--- src/rtl/gxp_pkg.sv ---
package gxp_pkg;

   typedef logic [1:0] ctr_t;

   localparam ctr_t CTR_STRONG_NT = 2'b00;
   localparam ctr_t CTR_WEAK_TAKEN = 2'b10;
   localparam ctr_t CTR_STRONG_T  = 2'b11;

   // one saturating training step toward the resolved outcome
   function automatic ctr_t ctr_next(input ctr_t cur, input logic taken);
      ctr_t res;
      if (taken) res = (cur == CTR_STRONG_T)  ? cur : cur + 2'd1;
      else       res = (cur == CTR_STRONG_NT) ? cur : cur - 2'd1;
      return res;
   endfunction

   function automatic logic ctr_dir(input ctr_t cur);
      return cur[1];
   endfunction

endpackage

--- src/rtl/gxp_hist_reg.sv ---
module gxp_hist_reg #(
   parameter int HIST_W = 3
) (
   input  logic              clk,
   input  logic              rst,
   input  logic              shift_en,
   input  logic              bit_in,
   output logic [HIST_W-1:0] hist_o
);

   logic [HIST_W-1:0] hist_r;

   generate
      if (HIST_W == 1) begin : g_single
         always_ff @(posedge clk) begin
            if (rst)           hist_r <= '0;
            else if (shift_en) hist_r <= bit_in;
         end
      end else begin : g_multi
         always_ff @(posedge clk) begin
            if (rst)           hist_r <= '0;
            else if (shift_en) hist_r <= {hist_r[HIST_W-2:0], bit_in};
         end
      end
   endgenerate

   assign hist_o = hist_r;

endmodule

--- src/rtl/gxp_index_hash.sv ---
module gxp_index_hash #(
   parameter int IDX_W  = 3,
   parameter int HIST_W = 3
) (
   input  logic [IDX_W-1:0]  pc_bits_i,
   input  logic [HIST_W-1:0] hist_i,
   output logic [IDX_W-1:0]  idx_o
);

   logic [IDX_W-1:0] hist_ext;

   generate
      if (HIST_W == IDX_W) begin : g_full
         assign hist_ext = hist_i;
      end else begin : g_narrow
         localparam int PAD_W = IDX_W - HIST_W;
         assign hist_ext = {{PAD_W{1'b0}}, hist_i};
      end
   endgenerate

   assign idx_o = pc_bits_i ^ hist_ext;

endmodule

--- src/rtl/gxp_ctr_table.sv ---
module gxp_ctr_table
   import gxp_pkg::*;
#(
   parameter int   IDX_W    = 3,
   parameter ctr_t INIT_CTR = CTR_WEAK_TAKEN,
   localparam int  DEPTH    = 1 << IDX_W
) (
   input  logic               clk,
   input  logic               rst,
   input  logic [IDX_W-1:0]   rd_idx,
   output logic               rd_taken,
   input  logic               wr_en,
   input  logic [IDX_W-1:0]   wr_idx,
   input  logic               wr_taken,
   output logic [2*DEPTH-1:0] ctrs_o
);

   generate
      for (genvar e = 0; e < DEPTH; e++) begin : g_ent
         ctr_t ctr_r;
         always_ff @(posedge clk) begin
            if (rst)
               ctr_r <= INIT_CTR;
            else if (wr_en && (wr_idx == IDX_W'(e)))
               ctr_r <= ctr_next(ctr_r, wr_taken);
         end
         assign ctrs_o[2*e +: 2] = ctr_r;
      end
   endgenerate

   assign rd_taken = ctr_dir(ctrs_o[{rd_idx, 1'b0} +: 2]);

endmodule

--- src/rtl/gxp_predictor.sv ---
module gxp_predictor
   import gxp_pkg::*;
#(
   parameter int   PC_W     = 32,
   parameter int   ALIGN    = 2,
   parameter int   IDX_W    = 3,
   parameter int   HIST_W   = 3,
   parameter ctr_t INIT_CTR = CTR_WEAK_TAKEN,
   localparam int  DEPTH    = 1 << IDX_W
) (
   input  logic             clk,
   input  logic             rst,
   input  logic [PC_W-1:0]  fetch_pc_i,
   output logic             pred_taken_o,
   output logic [IDX_W-1:0] pred_idx_o,
   input  logic             upd_valid_i,
   input  logic [IDX_W-1:0] upd_idx_i,
   input  logic             upd_taken_i
);

   generate
      if (IDX_W < 1 || IDX_W > 12) begin : g_bad_idx
         $error("gxp_predictor: IDX_W must lie in 1..12");
      end
      if (HIST_W < 1 || HIST_W > IDX_W) begin : g_bad_hist
         $error("gxp_predictor: HIST_W must lie in 1..IDX_W");
      end
      if (ALIGN < 0 || PC_W < ALIGN + IDX_W) begin : g_bad_pc
         $error("gxp_predictor: PC_W too narrow for ALIGN + IDX_W");
      end
   endgenerate

   logic [HIST_W-1:0]  hist_q;
   logic [2*DEPTH-1:0] ctr_flat;
   logic [IDX_W-1:0]   pc_bits;
   logic               pc_unused;

   assign pc_bits   = fetch_pc_i[ALIGN +: IDX_W];
   assign pc_unused = ^fetch_pc_i;

   gxp_hist_reg #(.HIST_W(HIST_W)) u_hist (
      .clk      (clk),
      .rst      (rst),
      .shift_en (upd_valid_i),
      .bit_in   (upd_taken_i),
      .hist_o   (hist_q)
   );

   gxp_index_hash #(.IDX_W(IDX_W), .HIST_W(HIST_W)) u_hash (
      .pc_bits_i (pc_bits),
      .hist_i    (hist_q),
      .idx_o     (pred_idx_o)
   );

   gxp_ctr_table #(.IDX_W(IDX_W), .INIT_CTR(INIT_CTR)) u_table (
      .clk      (clk),
      .rst      (rst),
      .rd_idx   (pred_idx_o),
      .rd_taken (pred_taken_o),
      .wr_en    (upd_valid_i),
      .wr_idx   (upd_idx_i),
      .wr_taken (upd_taken_i),
      .ctrs_o   (ctr_flat)
   );

endmodule

--- config.mk ---
export PLATFORM = sky130hd
export DESIGN_NAME = gxp_predictor
export DESIGN_NICKNAME = d
export VERILOG_FILES = /design/src/rtl/gxp_pkg.sv /design/src/rtl/gxp_hist_reg.sv /design/src/rtl/gxp_index_hash.sv /design/src/rtl/gxp_ctr_table.sv /design/src/rtl/gxp_predictor.sv
export SDC_FILE = /design/constraint.sdc
export NUM_CORES = 1
export LEC_CHECK = 0
export ABC_CLOCK_PERIOD_IN_PS = 3300
export BUFFER_PORTS_ARGS = -buffer_cell sky130_fd_sc_hd__buf_2
export CAP_MARGIN = 25
export CORE_UTILIZATION = 25
export CTS_BUF_LIST = sky130_fd_sc_hd__clkbuf_8
export DETAILED_ROUTE_END_ITERATION = 10
export PLACE_DENSITY = 0.46
export SLEW_MARGIN = 20
export SYNTH_ARGS = -nofsm -noshare
export SYNTH_HDL_FRONTEND = slang
export SYNTH_HIERARCHICAL = 1
export SYNTH_SLANG_ARGS = --single-unit
--- constraint.sdc ---
create_clock -name clk -period 3.3 [get_ports clk]
set_input_delay 0.33 -clock clk [delete_from_list [all_inputs] [get_ports clk]]
set_output_delay 0.33 -clock clk [all_outputs]
set_load 0.005 [all_outputs]
* Word-level counts from Yosys, hierarchy flattened
Index checks and enable logic that the tools add are counted.
** Word-level totals
- Memory bits (writable) :: 0
- Register bits after elaboration :: 19
- Latch bits :: 0
- Output and inout bits :: 4
- Memories :: 0
- Word-level logic and storage cells :: 107
- Input bits :: 39
- ROM bits :: 0
** Cells by class
- Div/mod/pow operators :: 0
- Reduce and logical (&&, ||, !) cells :: 25
- Add/subtract/negate cells :: 16
- Eq/ne operators :: 31
- $mul :: 0
- Order comparisons :: 0
- Shifts and indexed selects :: 1
- Muxes and demuxes :: 24
- Bitwise operators :: 1
** Operators by type and width (count)
- 2-bit 2-to-1 mux :: 24
- 2-bit inequality test (second input constant) :: 16
- 3-bit AND reduction :: 8
- 2-bit by 1-bit adder with 2-bit output (second input constant) :: 8
- 2-bit equality test (second input constant) :: 8
- 2-bit logical NOT :: 8
- 16-bit by 5-bit variable part select with 2-bit output :: 1
- 2-bit by 1-bit subtractor with 2-bit output (second input constant) :: 8
- 3-bit equality test (second input constant) :: 4
- 1-bit logical AND :: 8
- 3-bit by 2-bit equality test with 1-bit output (second input constant) :: 2
- 3-bit by 1-bit equality test with 1-bit output (second input constant) :: 1
- 3-bit logical NOT :: 1
- 3-bit XOR :: 1

* Logic depth before layout (Yosys ltp)
Gate-level depths: netlist of the first run.
- Depth after elaboration :: 3
- Mapped depth :: 4
- Depth with buffers taken out :: 3

* Cells and area by module
Netlist of the first run, hierarchy kept.
** Modules (own cells, without submodules)
- gxp_ctr_table :: seq. area each 320.3 µm², cells an instance 104, instances 1, area an instance 929.6 µm²
- gxp_hist_reg :: seq. area each 60.1 µm², cells an instance 9, instances 1, area an instance 101.3 µm²
- gxp_index_hash :: seq. area each 0.0 µm², cells an instance 3, instances 1, area an instance 26.3 µm²

* Least setup slack after synthesis of the first run
OpenSTA, ideal clock, no wires.
- Kind :: register to output
- From :: reg u_hist.hist_r[1], in the netlist u_hist/hist_o[1]
- To :: out pred_taken_o
- Arrival :: 1.470 ns
- Path slack :: 1.500 ns
- Data required time :: 2.970 ns
- Stages on the path, launching flop included :: 4
- Buffers on the path :: 0
- Path through :: dfxtp_1 > xor2_1 > mux4_2 > mux2_2
** On the way
- Longest elaborated chain between the ends :: 2
** RTL lines
- start, declared :: line gxp_hist_reg.sv:11 : logic [HIST_W-1:0] hist_r;
- start signal, assigned :: line gxp_hist_reg.sv:22 : else if (shift_en) hist_r <= {hist_r[HIST_W-2:0], bit_in};
- 3-bit XOR :: line gxp_index_hash.sv:21 : assign idx_o = pc_bits_i ^ hist_ext;
- net pred_idx_o[1] :: line gxp_predictor.sv:15 : output logic [IDX_W-1:0] pred_idx_o,
- 16-bit by 5-bit variable part select with 2-bit output :: line gxp_ctr_table.sv:31 : assign rd_taken = ctr_dir(ctrs_o[{rd_idx, 1'b0} +: 2]);
- end, declared :: line gxp_predictor.sv:14 : output logic pred_taken_o,
The timed path passes the listed nets, and every way through them passes these cells.

* Worst setup path after layout of the first run
- From :: reg u_hist.hist_r[1], in the netlist u_hist/hist_o[1]
- To :: out pred_taken_o
** On the way
- Longest elaborated chain between the ends :: 2
** RTL lines (line)
- 3-bit XOR :: gxp_index_hash.sv:21
- 16-bit by 5-bit variable part select with 2-bit output :: gxp_ctr_table.sv:31
Every way passes these cells.

==> results.txt, run 1 <==
* Pwr Total: approximately 0.54 mW
- Worst Path Arrival: around 1.9 ns
* Overall overflow remaining after global route: 0
* Post-layout instance count excluding filler cells: approximately 180
- At the pin with the least slew margin, the transition time is 0.592 ns.
* CTS Hold Bufs: 0
* Number of distinct library cells after synthesis: 30
- Summing all multi-input logic gate instances after layout gives around 620 µm².
- Footprint of the flip-flops and latches: about 380 µm²
- Once the floorplan was initialized, standard cells occupied around a quarter of the core.
- For the final routed database, the setup TNS stands at 0 ns.
- RSZ-0062 raised after global routing: false
* Worst min-delay path category: primary input to register
- For this run, the number of Yosys warnings is 6.
- Synthesis produced a netlist with a net count of approximately 160.
* Wire per inst: 13.0 µm
- Maximum fanout encountered on the critical timing path: 3
* Num CTS Buffers: 3
* Number of top-level pins: 43
- Cts repair resizes: 0
- Worst Clk Skew: 0.000280 ns
* Vias in the first global route: approximately 760
- Largest net degree at the start of global routing: 36
- At the end of the flow the core is filled with cells to between 20 and 30%.
* Worst-path clk slew: approximately 0.07 ns
* Global placement routability congestion: 0.648
* CP required: between 2 and 3 ns
- Final critical delay including setup and external delays: around 2.2 ns
* Fraction of layout cells with a size suffix above 1: between 20% and 30%
- Most frequent standard cell in the layout excluding fill and tap cells: sky130_fd_sc_hd__dfxtp_1
- In this run the post-CTS setup repair buffer count came out at 0.
- The die is between 60 and 70 µm tall.
* Leakage power figure: 0.406 nW
- The total count of max-transition violations in the final report came to 0.
* Critical path launch point type: register
- In the global route stage, overall resource usage came out at approximately 11%.
- From synthesis to final layout, the design area changed by 13.7%.
- The detailed router finished its first iteration with 13 violations.
* Power density cells: 452 nW/µm²
- Summing every instance area after synthesis gives around 1100 µm².
- Outcome: complete, no violations
- Setup slack after layout: 1.09 ns
- In this run the mean area of a mapped cell was 9.11 µm².
- Via density per instance: between 5 and 6
* Clk buf depth: 2
* Clock tree from TritonCTS: yes
* Number of nets with antenna violations after detailed routing: 0
- Most frequent cells in the layout: 19 x sky130_fd_sc_hd__dfxtp_1, 14 x sky130_fd_sc_hd__nor3_1, 13 x sky130_fd_sc_hd__buf_2, 9 x sky130_fd_sc_hd__a211oi_1
- Detailed-routing iteration count for the pre-antenna-repair pass: 4
- The initial antenna violation count was 0.
- After detailed routing, the number of remaining DRC violations is 0.
- The worst pin sits at a relative slew slack of approximately three fifths.
* Wire length of the first global-routing pass: between 3000 and 4000 µm
- Post-synthesis sequential area ratio: 36.0%
* Overall routed net length: ~2300 µm
* Quantity of I/O buffers inserted on ports: 13
- Setup slack at placement: ~1.3 ns
* Final-report hold violation count: 0
* Inst Count DP: roughly 170
- Element type at the critical path end: output pin
* Post-synthesis sequential element count: 19
* Clock latency reported for the late side of the worst-skew pair: 0.26 ns
* Die Wd: roughly 67 µm
- Summing over every cut layer, the via total after detailed routing is ~900.
- CTS built an H-tree with a depth of 1.
- Std cell rows: 23
- Timing would allow up to 0.452 GHz.
- Worst IR Drop VDD: 0.192 mV
* Post-synthesis cell count: approximately 120
- Clk sinks: 19
- Fill cell total of the finished layout: between 400 and 500
- Antenna diode count: 0
- Type of the setup path with the least slack: register to output pin
- Final Setup Violations: 0
- The floorplan step defined a die boundary enclosing about 4500 µm².
- # nets final: ~170
- Post-detailed-placement half-perimeter wirelength: roughly 1600 µm
- The tree is rooted in a sky130_fd_sc_hd__clkbuf_8.
- Max-capacitance violation count: 0
* Area of the core: between 4000 and 5000 µm²
* Period Utilization, post-route: roughly two thirds
[worst max-delay path, stage by stage, from the launching register on]
cell                      delay (ns)
sky130_fd_sc_hd__dfxtp_1        0.37
sky130_fd_sc_hd__xor2_1         0.32
sky130_fd_sc_hd__mux4_2         0.55
sky130_fd_sc_hd__mux2_2         0.27
sky130_fd_sc_hd__buf_2          0.13
[per-layer routing]
layer	global-route usage [%]	share of wire (%)
met5	0	0
met4	5.59	1.9
met3	2.05	1.1
met2	18.4	50
met1	13.4	47
[synth_stat cells]
| cell type | n | share of area [%] |
|---|---|---|
| sky130_fd_sc_hd__mux2_2 | 1 | 1.1 |
| sky130_fd_sc_hd__or2_2 | 2 | 1.2 |
| sky130_fd_sc_hd__xor2_1 | 3 | 2.5 |
| sky130_fd_sc_hd__nand2b_1 | 5 | 3.0 |
| sky130_fd_sc_hd__dfxtp_1 | 19 | 36 |
| sky130_fd_sc_hd__nor4b_1 | 7 | 5.8 |
| sky130_fd_sc_hd__a21oi_1 | 2 | 0.95 |
| sky130_fd_sc_hd__a31oi_1 | 6 | 3.6 |
| sky130_fd_sc_hd__nor4b_2 | 1 | 1.4 |
| sky130_fd_sc_hd__or3_1 | 1 | 0.59 |
| sky130_fd_sc_hd__o211ai_1 | 5 | 3.6 |
| sky130_fd_sc_hd__nand3_1 | 5 | 2.4 |
| sky130_fd_sc_hd__nand4_1 | 1 | 0.59 |
| sky130_fd_sc_hd__buf_2 | 2 | 0.95 |
| sky130_fd_sc_hd__clkbuf_1 | 3 | 1.1 |
| sky130_fd_sc_hd__a211o_1 | 1 | 0.83 |
| sky130_fd_sc_hd__and4bb_1 | 1 | 1.2 |
| sky130_fd_sc_hd__mux4_2 | 2 | 4.3 |
| sky130_fd_sc_hd__inv_1 | 7 | 2.5 |
| sky130_fd_sc_hd__a211oi_1 | 9 | 6.4 |
| sky130_fd_sc_hd__and4bb_2 | 2 | 2.4 |
| sky130_fd_sc_hd__nor4_1 | 1 | 0.59 |
| sky130_fd_sc_hd__nor2_1 | 4 | 1.4 |
| sky130_fd_sc_hd__a311oi_1 | 2 | 1.7 |
| sky130_fd_sc_hd__nor3_1 | 14 | 6.6 |
| sky130_fd_sc_hd__nand2_1 | 3 | 1.1 |
| sky130_fd_sc_hd__and4b_2 | 2 | 2.1 |
| sky130_fd_sc_hd__buf_4 | 1 | 0.71 |
| sky130_fd_sc_hd__mux2i_1 | 3 | 2.8 |
| sky130_fd_sc_hd__and4b_1 | 1 | 0.95 |
[sequential cells by signal, indices dropped and copies added (netlist names)]
| register | flops |
|---|---|
| u_table/g_ent.ctr_r | 16 |
| u_hist/hist_o | 3 |
[layout make-up]
cell class,instances,share of cell area [%]
well taps,50,5.20
multi-input cells,84,51.7
clock inverters,1,0.416
clock buffers,3,3.43
flip-flops and latches,19,31.6
inverters,7,2.19
repair buffers,13,5.41
[where the power goes]
part           internal [mW]  switching (mW)
Combinational         0.0484          0.0469
Clock                 0.0841          0.0806
Sequential             0.255          0.0279
[worst paths after layout]
path | end | startpoint | slack, ns | cells past startpoint
worst max register to register | u_table/g_ent[0].ctr_r[0] | u_table/g_ent[0].ctr_r[1] | 2.30 | 3
worst min register to register | u_table/g_ent[4].ctr_r[0] | u_table/g_ent[4].ctr_r[0] | 0.52 | 2
worst min-delay path | u_hist/hist_o[1] | upd_valid_i | 0.50 | 3
worst max-delay path | pred_taken_o | u_hist/hist_o[1] | 1.09 | 4
[cell families after synthesis]
group           Yosys count  share of synthesized area [%]
compound gates           25                           16.9
xor+xnor                  3                           2.49
buf+inv                  13                           5.21
flops                    19                           36.0
mux                       6                           8.17
simple gates             50                           31.2
[per-stage QoR]
step / area (µm²) / hold slack, ns
after global placement: 1160 / 0.485
final: 1200 / 0.496
after floorplan: 1060 / 0.402
after CTS: 1200 / 0.488
after global routing: 1200 / 0.512
after detailed placement: 1160 / 0.508
Power figures use the tool's default switching activity.
==> run 2: changes to the inputs <==
Settings changed: ABC_AREA set to 1, ABC_CLOCK_PERIOD_IN_PS 3300 to 2100, PLACE_DENSITY 0.46 to 0.45.
Clock period 3.3 ns to 2.1 ns, I/O delays scaled along.
==> run 2 against run 1 <==
  * Cell count increased by 48%
  * Clock power increased by 57%
  * Register-to-register slack got worse by 1.0 ns
  * Combinational power increased by 22%
  * Clock skew about the same
  * Synthesized cell count increased by 69%
  * Sequential share of layout area decreased by 2.1 points
  * Synthesized area increased by 7.5%
  * Global-route usage increased by 0.65 points
  * Critical endpoint unchanged
  * Largest cell class unchanged
  * Highest routed layer unchanged
==> results.txt, run 2 <==
* Max-capacitance violation count: 0 (unchanged)
* Die footprint: 4820 µm² (+7.2%)
- The net count of the mapped netlist came to 235 (+52%).
- The count of endpoints failing hold in the final timing report was 0 (unchanged).
- The area share of the largest cell type after synthesis is 33.5% (-2.5 points).
- Setup slack at placement: 0.727 ns (-0.555 ns)
- The count of clock tree sinks was 19 (unchanged).
- The buffers inserted during post-CTS setup optimization is 0 (unchanged).
- The number of H-tree levels was 1 (unchanged).
- Final critical delay including setup and external delays: about 1.6 ns
- Met3 Usage GRT: 3.49% (+1.4 points)
- The commonest cells after synthesis are 71 x sky130_fd_sc_hd__nand2_1, 34 x sky130_fd_sc_hd__inv_1, 24 x sky130_fd_sc_hd__nor2_1.
- The global-route usage over all layers came to 11.7% (+0.65 points).
* Buffers and inverters on the worst path: 3 (+2)
* Share of async-settable or async-resettable flops after synthesis: 0% (unchanged)
- Derived from the worst setup path, the maximum achievable clock frequency is 0.609 GHz.
* Number of distinct library cells after synthesis: 16 (-47%)
- Most frequent cells in the layout: 71 x sky130_fd_sc_hd__nand2_1, 35 x sky130_fd_sc_hd__inv_1, 24 x sky130_fd_sc_hd__nor2_1, 19 x sky130_fd_sc_hd__dfxtp_1, 17 x sky130_fd_sc_hd__nand3_1
* Sequence of cells on the critical path: inv_1 -> nand2_1 -> nand2_1 -> inv_1 -> nand2_1 -> nand3_1 -> nand2_1 -> nand2_1 -> nand2_1 -> buf_2
- The synthesized flop and latch total came to 19 (unchanged).
- Vias in the first global route: 953 (+25%)
- Initial antenna violation count: 0 (unchanged)
* Element type at the critical path end: output pin
- Antenna diode count: 0 (unchanged)
* Std cell rows: 24 (+4.3%)
- Via total after detailed routing: 1,102 (+22%)
- The critical path is of the register to output pin type.
* Average cell area after synthesis: 5.80 µm² (-36%)
- Met1 usage in global routing: 16.2% (+2.8 points)
* Number of nets with antenna violations after detailed routing: 0 (unchanged)
- The average wire length per cell after detail routing was 9.81 µm (-24%).
- In this run the most used layer during global routing was met2.
* Overall overflow remaining after global route: 0 (unchanged)
- The detailed-routing iteration count for the pre-antenna-repair pass is 4 (unchanged).
* Cell mode on critical path: sky130_fd_sc_hd__nand2_1
- The data required time of the worst path is 1.89 ns (-1.08 ns).
* Synth top area cells: sky130_fd_sc_hd__dfxtp_1 33%, sky130_fd_sc_hd__nand2_1 23%, sky130_fd_sc_hd__inv_1 11%
- The initial core utilization is 26.1% (-0.15 points).
- In the synthesized netlist the dominant register cell turns out to be sky130_fd_sc_hd__dfxtp_1.
- Maximum fanout encountered on the critical timing path: 6 (+3)
* Setup slack after layout: 0.457 ns (-0.628 ns)
- Cts repair resizes: 0 (unchanged)
- Worst Tran Pin Value: 0.363 ns (-0.228 ns)
- The maximum number of pins on one net before global-route repair came to 20 (-44%).
* Wire length of the first global-routing pass: 4520 µm (+24%)
- Post-Route Hold Slack: 0.281 ns (-0.215 ns)
- The setup clock skew after layout is 0.000270 ns (-0.0000100 ns).
- The register with the most flip-flops in the final layout is u_table/g_ent.ctr_r.
- The height of the chip is 69.4 µm (+3.6%).
- The met2 routing resource usage after global routing was 17.9% (-0.47 points).
- The final weighted congestion of routability-driven global placement is 0.714 (+10%).
* Power density cells: 587 nW/µm² (+30%)
- Most frequent standard cell in the layout excluding fill and tap cells: sky130_fd_sc_hd__nand2_1
- Clock tree root buffer cell: sky130_fd_sc_hd__clkbuf_8
- The total detailed-routing wirelength came to 2570 µm (+12%).
- The final net count was 250 (+50%).
- The number of design rule violations left after detail routing is 0 (unchanged).
* Post-detailed-placement half-perimeter wirelength: 1930 µm (+19%)
- The total count of max-transition violations in the final report was 0 (unchanged).
- The number of failing setup endpoints in the final timing report came to 0 (unchanged).
- Setup TNS after final layout: 0 ns (unchanged)
- Clock tree from TritonCTS: yes
- Cell area after synthesis: 1140 µm² (+7.5%)
- CP max-delay cell: sky130_fd_sc_hd__dfxtp_1
- Critical path launch point type: register
* Post-synthesis cell count: 196 (+69%)
- Relative area change from synthesis to final layout: 13.3%
* Peak per-stage delay on the critical path: 0.37 ns (-0.18 ns)
- The total leakage power is 0.706 nW (+74%).
- Clk buf depth: 2 (unchanged)
* Fraction of layout cells with a size suffix above 1: 11.0% (-10 points)
- The count of warnings emitted by yosys came to 6 (unchanged).
* Post-synthesis sequential area ratio: 33.5% (-2.5 points)
* CTS Hold Bufs: 0 (unchanged)
- The horizontal extent of the die came to 69.4 µm (+3.6%).
- The number of flip-flops in the largest register is 16 (unchanged).
- The detailed-route vias per instance came to 4.21 (-18%).
- The top-level I/O count was 43 (unchanged).
- The clock transition at the registers of the reported paths is 0.07 ns (about the same).
- Worst min-delay path category: primary input to register
- Yosys top cell by area: sky130_fd_sc_hd__dfxtp_1
- Worst Path Arrival: 1.43 ns (-0.45 ns)
- The clock latency on the worst-skew pair was 0.26 ns (about the same).
* Most repeated cell in the gate-level netlist after synthesis: sky130_fd_sc_hd__nand2_1
- The area of the core came to 4350 µm² (+8.1%).
- Among cell families on the critical path, the largest total delay comes from simple AND/OR/NAND/NOR gates.
- The detailed router's first-iteration violation count was 60 (+47).
- RSZ-0062 raised after global routing: false
- Num CTS Buffers: 3 (unchanged)
* Quantity of I/O buffers inserted on ports: 13 (unchanged)
- Worst IR Drop VDD: 0.301 mV (+57%)
- Of the available clock period, the critical path in the final layout requires approximately four fifths.
- Outcome: complete, no violations
* Number of synthesized flops with an enable pin: 0 (unchanged)
* Relative slew margins: 75.8% (+15 points)
## run 2: cell count changes after synthesis, sizes merged, moves of 6 or more
cell    delta
nand2     +69
inv       +28
nor2      +22
nor3      -14
nand3     +12
a21oi     +11
a211oi     -9
nor4b      -8
o21ai      +7
a31oi      -6
## run 2: cell type report
type	count	area, µm²
Sequential cell	19	380
Fill cell	494	3070
Multi-Input combinational cell	139	601
Clock inverter	1	3.75
Tap cell	52	65.1
Inverter	35	131
Clock buffer	3	41.3
Timing Repair Buffer	13	65.1
## run 2: routing by layer
| metal | up-vias | routed length [µm] |
|---|---|---|
| met4 | 0 | 15 |
| met1 | 461 | 1330 |
| met2 | 15 | 1150 |
| met5 | - | 0 |
| met3 | 2 | 81 |
| li1 | 624 | - |
## run 2: cell families (layout without fill, tap and decap cells)
logic type | after synthesis | in the layout | synth area share, %
DFF | 19 | 19 | 33.5
AOI/OAI and AO/OA | 23 | 23 | 11.8
buffers and inverters | 38 | 52 | 13.7
and+or+nand+nor | 116 | 116 | 41.1
## run 2: final timing paths
kind	slack [ns]	to	depth (start not counted)	startpoint
max	0.46	pred_taken_o	10	u_hist/hist_o[0]
min	0.28	u_table/g_ent[0].ctr_r[0]	2	rst
max reg2reg	1.26	u_table/g_ent[6].ctr_r[1]	4	u_table/g_ent[6].ctr_r[1]
min reg2reg	0.47	u_table/g_ent[2].ctr_r[0]	2	u_table/g_ent[2].ctr_r[0]
## run 2: through the flow
stage | util, % | power [mW] | std cells | cell area [µm²]
after floorplan | - | 0.470 | 196 | 1140
final | 29.6 | 0.755 | 262 | 1290
after global routing | 29.6 | 0.811 | 262 | 1290
after CTS | 29.6 | 0.769 | 262 | 1290
after detailed placement | 28.5 | 0.506 | 258 | 1240
after global placement | 28.5 | 0.505 | 258 | 1240
## run 2: report_power, final
group | leakage [nW] | internal, mW | switching (mW)
Sequential | 0.155 | 0.372 | 0.00875
Clock | 0.0269 | 0.130 | 0.129
Combinational | 0.524 | 0.0421 | 0.0738
==> run 3: changes to the inputs <==
Settings changed: ABC_CLOCK_PERIOD_IN_PS 2100 to 1550.
Clock period 2.1 ns to 1.55 ns, I/O delays scaled along.
==> run 3 against run 2 <==
  * Non-clock buffer count up 1
  * Critical path type unchanged
  * Utilization up 0.40 points
  * Cell count up 0.38%
  * Combinational power up 40%
  * Worst hold slack worse by 0.049 ns
  * Largest cell class unchanged
  * Sequential power up 36%
  * Final area up 1.4%
  * Sequential cell count unchanged
  * Clock skew about the same
  * Die area unchanged
==> results.txt, run 3 (synthesis gave the netlist of run 2 again) <==
- Outcome: complete, no violations
- The min-delay analysis places its worst path in the category primary input to register.
* Most frequent cells in the layout: 70 x sky130_fd_sc_hd__nand2_1, 34 x sky130_fd_sc_hd__inv_1, 24 x sky130_fd_sc_hd__nor2_1, 17 x sky130_fd_sc_hd__dfxtp_1, 17 x sky130_fd_sc_hd__nand3_1
- TritonCTS built the clock tree.
- The startpoint identified for the worst register-to-register timing path is u_table/g_ent[6].ctr_r[1].
- Buffers and inverters on the worst path: 3 (unchanged)
* Num CTS Buffers: 3 (unchanged)
- Die footprint: 4820 µm² (unchanged)
* Worst IR Drop VDD: 0.225 mV (-25%)
* Power density cells: 790 nW/µm² (+35%)
- Worst Clk Skew: 0.000318 ns (+0.0000477 ns)
- Effective utilization at floorplan: 26.1% (unchanged)
- The highest cell delay on the worst timing path is 0.35 ns (-0.02 ns).
* Register-to-register setup slack: 0.72 ns (-0.54 ns)
- The worst path uses just over 90% of the clock period.
- The post-placement cell count was 259 (+0.39%).
- The first-pass GRT wire length came to 4320 µm (-4.4%).
* Number of DRC violations after detailed-routing iteration 0: 48 (-20%)
- Counting stages on the worst path, the most repeated cell is sky130_fd_sc_hd__nand2_1.
* Max-capacitance violation count: 0 (unchanged)
- Post-layout instance count excluding filler cells: 263 (+0.38%)
- The maximum root-to-sink buffer count was 2 (unchanged).
- On the critical path, the stage with the largest delay is an instance of sky130_fd_sc_hd__dfxtp_2.
- Beginning of the worst hold path: upd_valid_i
- Final-report hold violation count: 0 (unchanged)
- The detailed placer's ending HPWL is 1900 µm (-1.1%).
* Most frequent standard cell in the layout excluding fill and tap cells: sky130_fd_sc_hd__nand2_1
- Initial antenna violation count: 0 (unchanged)
- Std cell rows: 24 (unchanged)
- The post-layout instance area was 1310 µm² (+1.4%).
- The number of failing setup endpoints in the final timing report came to 0 (unchanged).
* Die span in y: 69.4 µm (unchanged)
- The number of port buffers was 13 (unchanged).
- Clk sinks: 19 (unchanged)
* Number of top-level pins: 43 (unchanged)
- Vias in the first global route: 962 (+0.94%)
- Die Wd: 69.4 µm (unchanged)
- Area of the core: 4350 µm² (unchanged)
- Global-route usage over all layers: 11.5% (-0.20 points)
- The smallest clock period supported by the final layout is computed as between 1 and 1.5 ns.
* H-tree levels: 1 (unchanged)
- Derived from the worst setup path, the maximum achievable clock frequency is around 0.70 GHz.
- The data required time of the worst path is 1.39 ns (-0.50 ns).
- Clock latency reported for the late side of the worst-skew pair: 0.26 ns (about the same)
* Leakage power figure: 0.712 nW (+0.86%)
- Max reg flops: 16 (unchanged)
- Worst Path Arrival: 1.27 ns (-0.16 ns)
- Overall overflow remaining after global route: 0 (unchanged)
* Largest net degree at the start of global routing: 20 (unchanged)
- The detailed-routing iteration count for the pre-antenna-repair pass came to 4 (unchanged).
- Remaining DRCs: 0 (unchanged)
* Global placement routability congestion: 0.713 (-0.18%)
- Antenna diode count: 0 (unchanged)
* # nets final: 251 (+0.40%)
* Worst-path clk slew: 0.07 ns (about the same)
* Total count of max-transition violations in the final report: 0 (unchanged)
- The clock network fraction of design power was 34.3% (about the same).
* Critical path launch point type: register
- The worst relative slew slack came to 76.2% (+0.44 points).
* Relative area change from synthesis to final layout: 14.9%
* Clock tree root buffer cell: sky130_fd_sc_hd__clkbuf_8
- Worst Setup SP: u_hist/hist_o[0]
- The buffers inserted during post-CTS setup optimization came to 0 (unchanged).
* Switching pwr: 0.289 mW (+37%)
- The register with the most flip-flops in the final layout is u_table/g_ent.ctr_r.
* Type of the setup path with the least slack: register to output pin
- Maximum fanout encountered on the critical timing path: 6 (unchanged)
- Wire per inst: 9.70 µm (-1.1%)
- Fraction of layout cells with a size suffix above 1: 13.3% (+2.3 points)
- Share of total power in sequential cells: 50.1% (-0.2 points)
- The worst setup path is captured at an output pin.
- Internal Dissipation: 0.741 mW (+36%)
* Net switching share of the total power: 28.1% (+0.080 points)
* Worst Tran Pin Value: 0.357 ns (-0.00668 ns)
- Via total after detailed routing: 1,115 (+1.2%)
- The sum of negative setup slack is 0 ns (unchanged).
- Number of nets with antenna violations after detailed routing: 0 (unchanged)
- Placed Instance Area: 1250 µm² (+0.60%)
- The total detailed-routing wirelength was 2550 µm (-0.74%).
- The detailed-route vias per instance was 4.24 (+0.79%).
- The critical path goes through inv_1 -> nand2_1 -> nand2_4 -> inv_2 -> nand2_1 -> nand3_1 -> nand2_1 -> nand2_1 -> nand2_1 -> buf_2.
- Family with the most delay on the worst path: simple AND/OR/NAND/NOR gates
* Combinational group share of total power: 15.7% (+0.4 points)
run 3: cell count changes in the layout (fill, tap and decap cells not counted), sizes merged:
| cell | change |
|---|---|
| buf | +1 |
run 3: metrics by stage:
| stage | worst slack [ns] | total power, mW | util [%] | hold WS (ns) |
|---|---|---|---|---|
| 3_3_place_gp | 0.265 | 0.687 | 28.7 | 0.470 |
| 5_1_grt | -0.000419 | 1.10 | 30.0 | 0.240 |
| 3_5_place_dp | 0.271 | 0.687 | 28.7 | 0.466 |
| 2_1_floorplan | 0.476 | 0.637 | - | 0.284 |
| 4_1_cts | 0.00432 | 1.04 | 29.7 | 0.230 |
| 6_report | 0.121 | 1.03 | 30.0 | 0.233 |
run 3: final timing paths:
check	cells after the start	endpoint
min	3	u_hist/hist_o[0]
min reg2reg	2	u_table/g_ent[4].ctr_r[0]
max reg2reg	4	u_table/g_ent[6].ctr_r[1]
max	10	pred_taken_o
run 3: area by class of cell:
class,instances,area (µm²)
fillers,492,3050
flip-flops and latches,19,383
repair buffers,14,72.6
well taps,52,65.1
multi-input cells,139,608
clock inverters,1,3.75
clock buffers,3,41.3
inverters,35,131
run 3: tightest hold or removal path: cells and delay by family:
| kind | cells | cell delay [ns] |
|---|---|---|
| AND/OR/NAND/NOR | 2 | 0.15 |
| buffers and inverters | 1 | 0.16 |
run 3: timing repair:
item,CTS,global route
cloned,0,0
endpoints found under the setup margin,1,1
hold buffers,0,0
gates resized for setup,1,4
run 3: per-layer routing:
| layer | wire, µm | track usage, % | up-vias |
|---|---|---|---|
| met5 | 0 | 0 | - |
| met2 | 1130 | 17.3 | 17 |
| met3 | 62 | 2.18 | 5 |
| met4 | 60 | 7.71 | 0 |
| li1 | - | - | 627 |
| met1 | 1300 | 14.9 | 466 |
run 3: power by group through the flow:
stage	logic, mW	registers [mW]	clock network, mW
finish	0.162	0.516	0.353
global route	0.189	0.519	0.390
CTS	0.161	0.515	0.368
detailed placement	0.160	0.527	0
global placement	0.160	0.527	0
floorplan	0.113	0.524	0
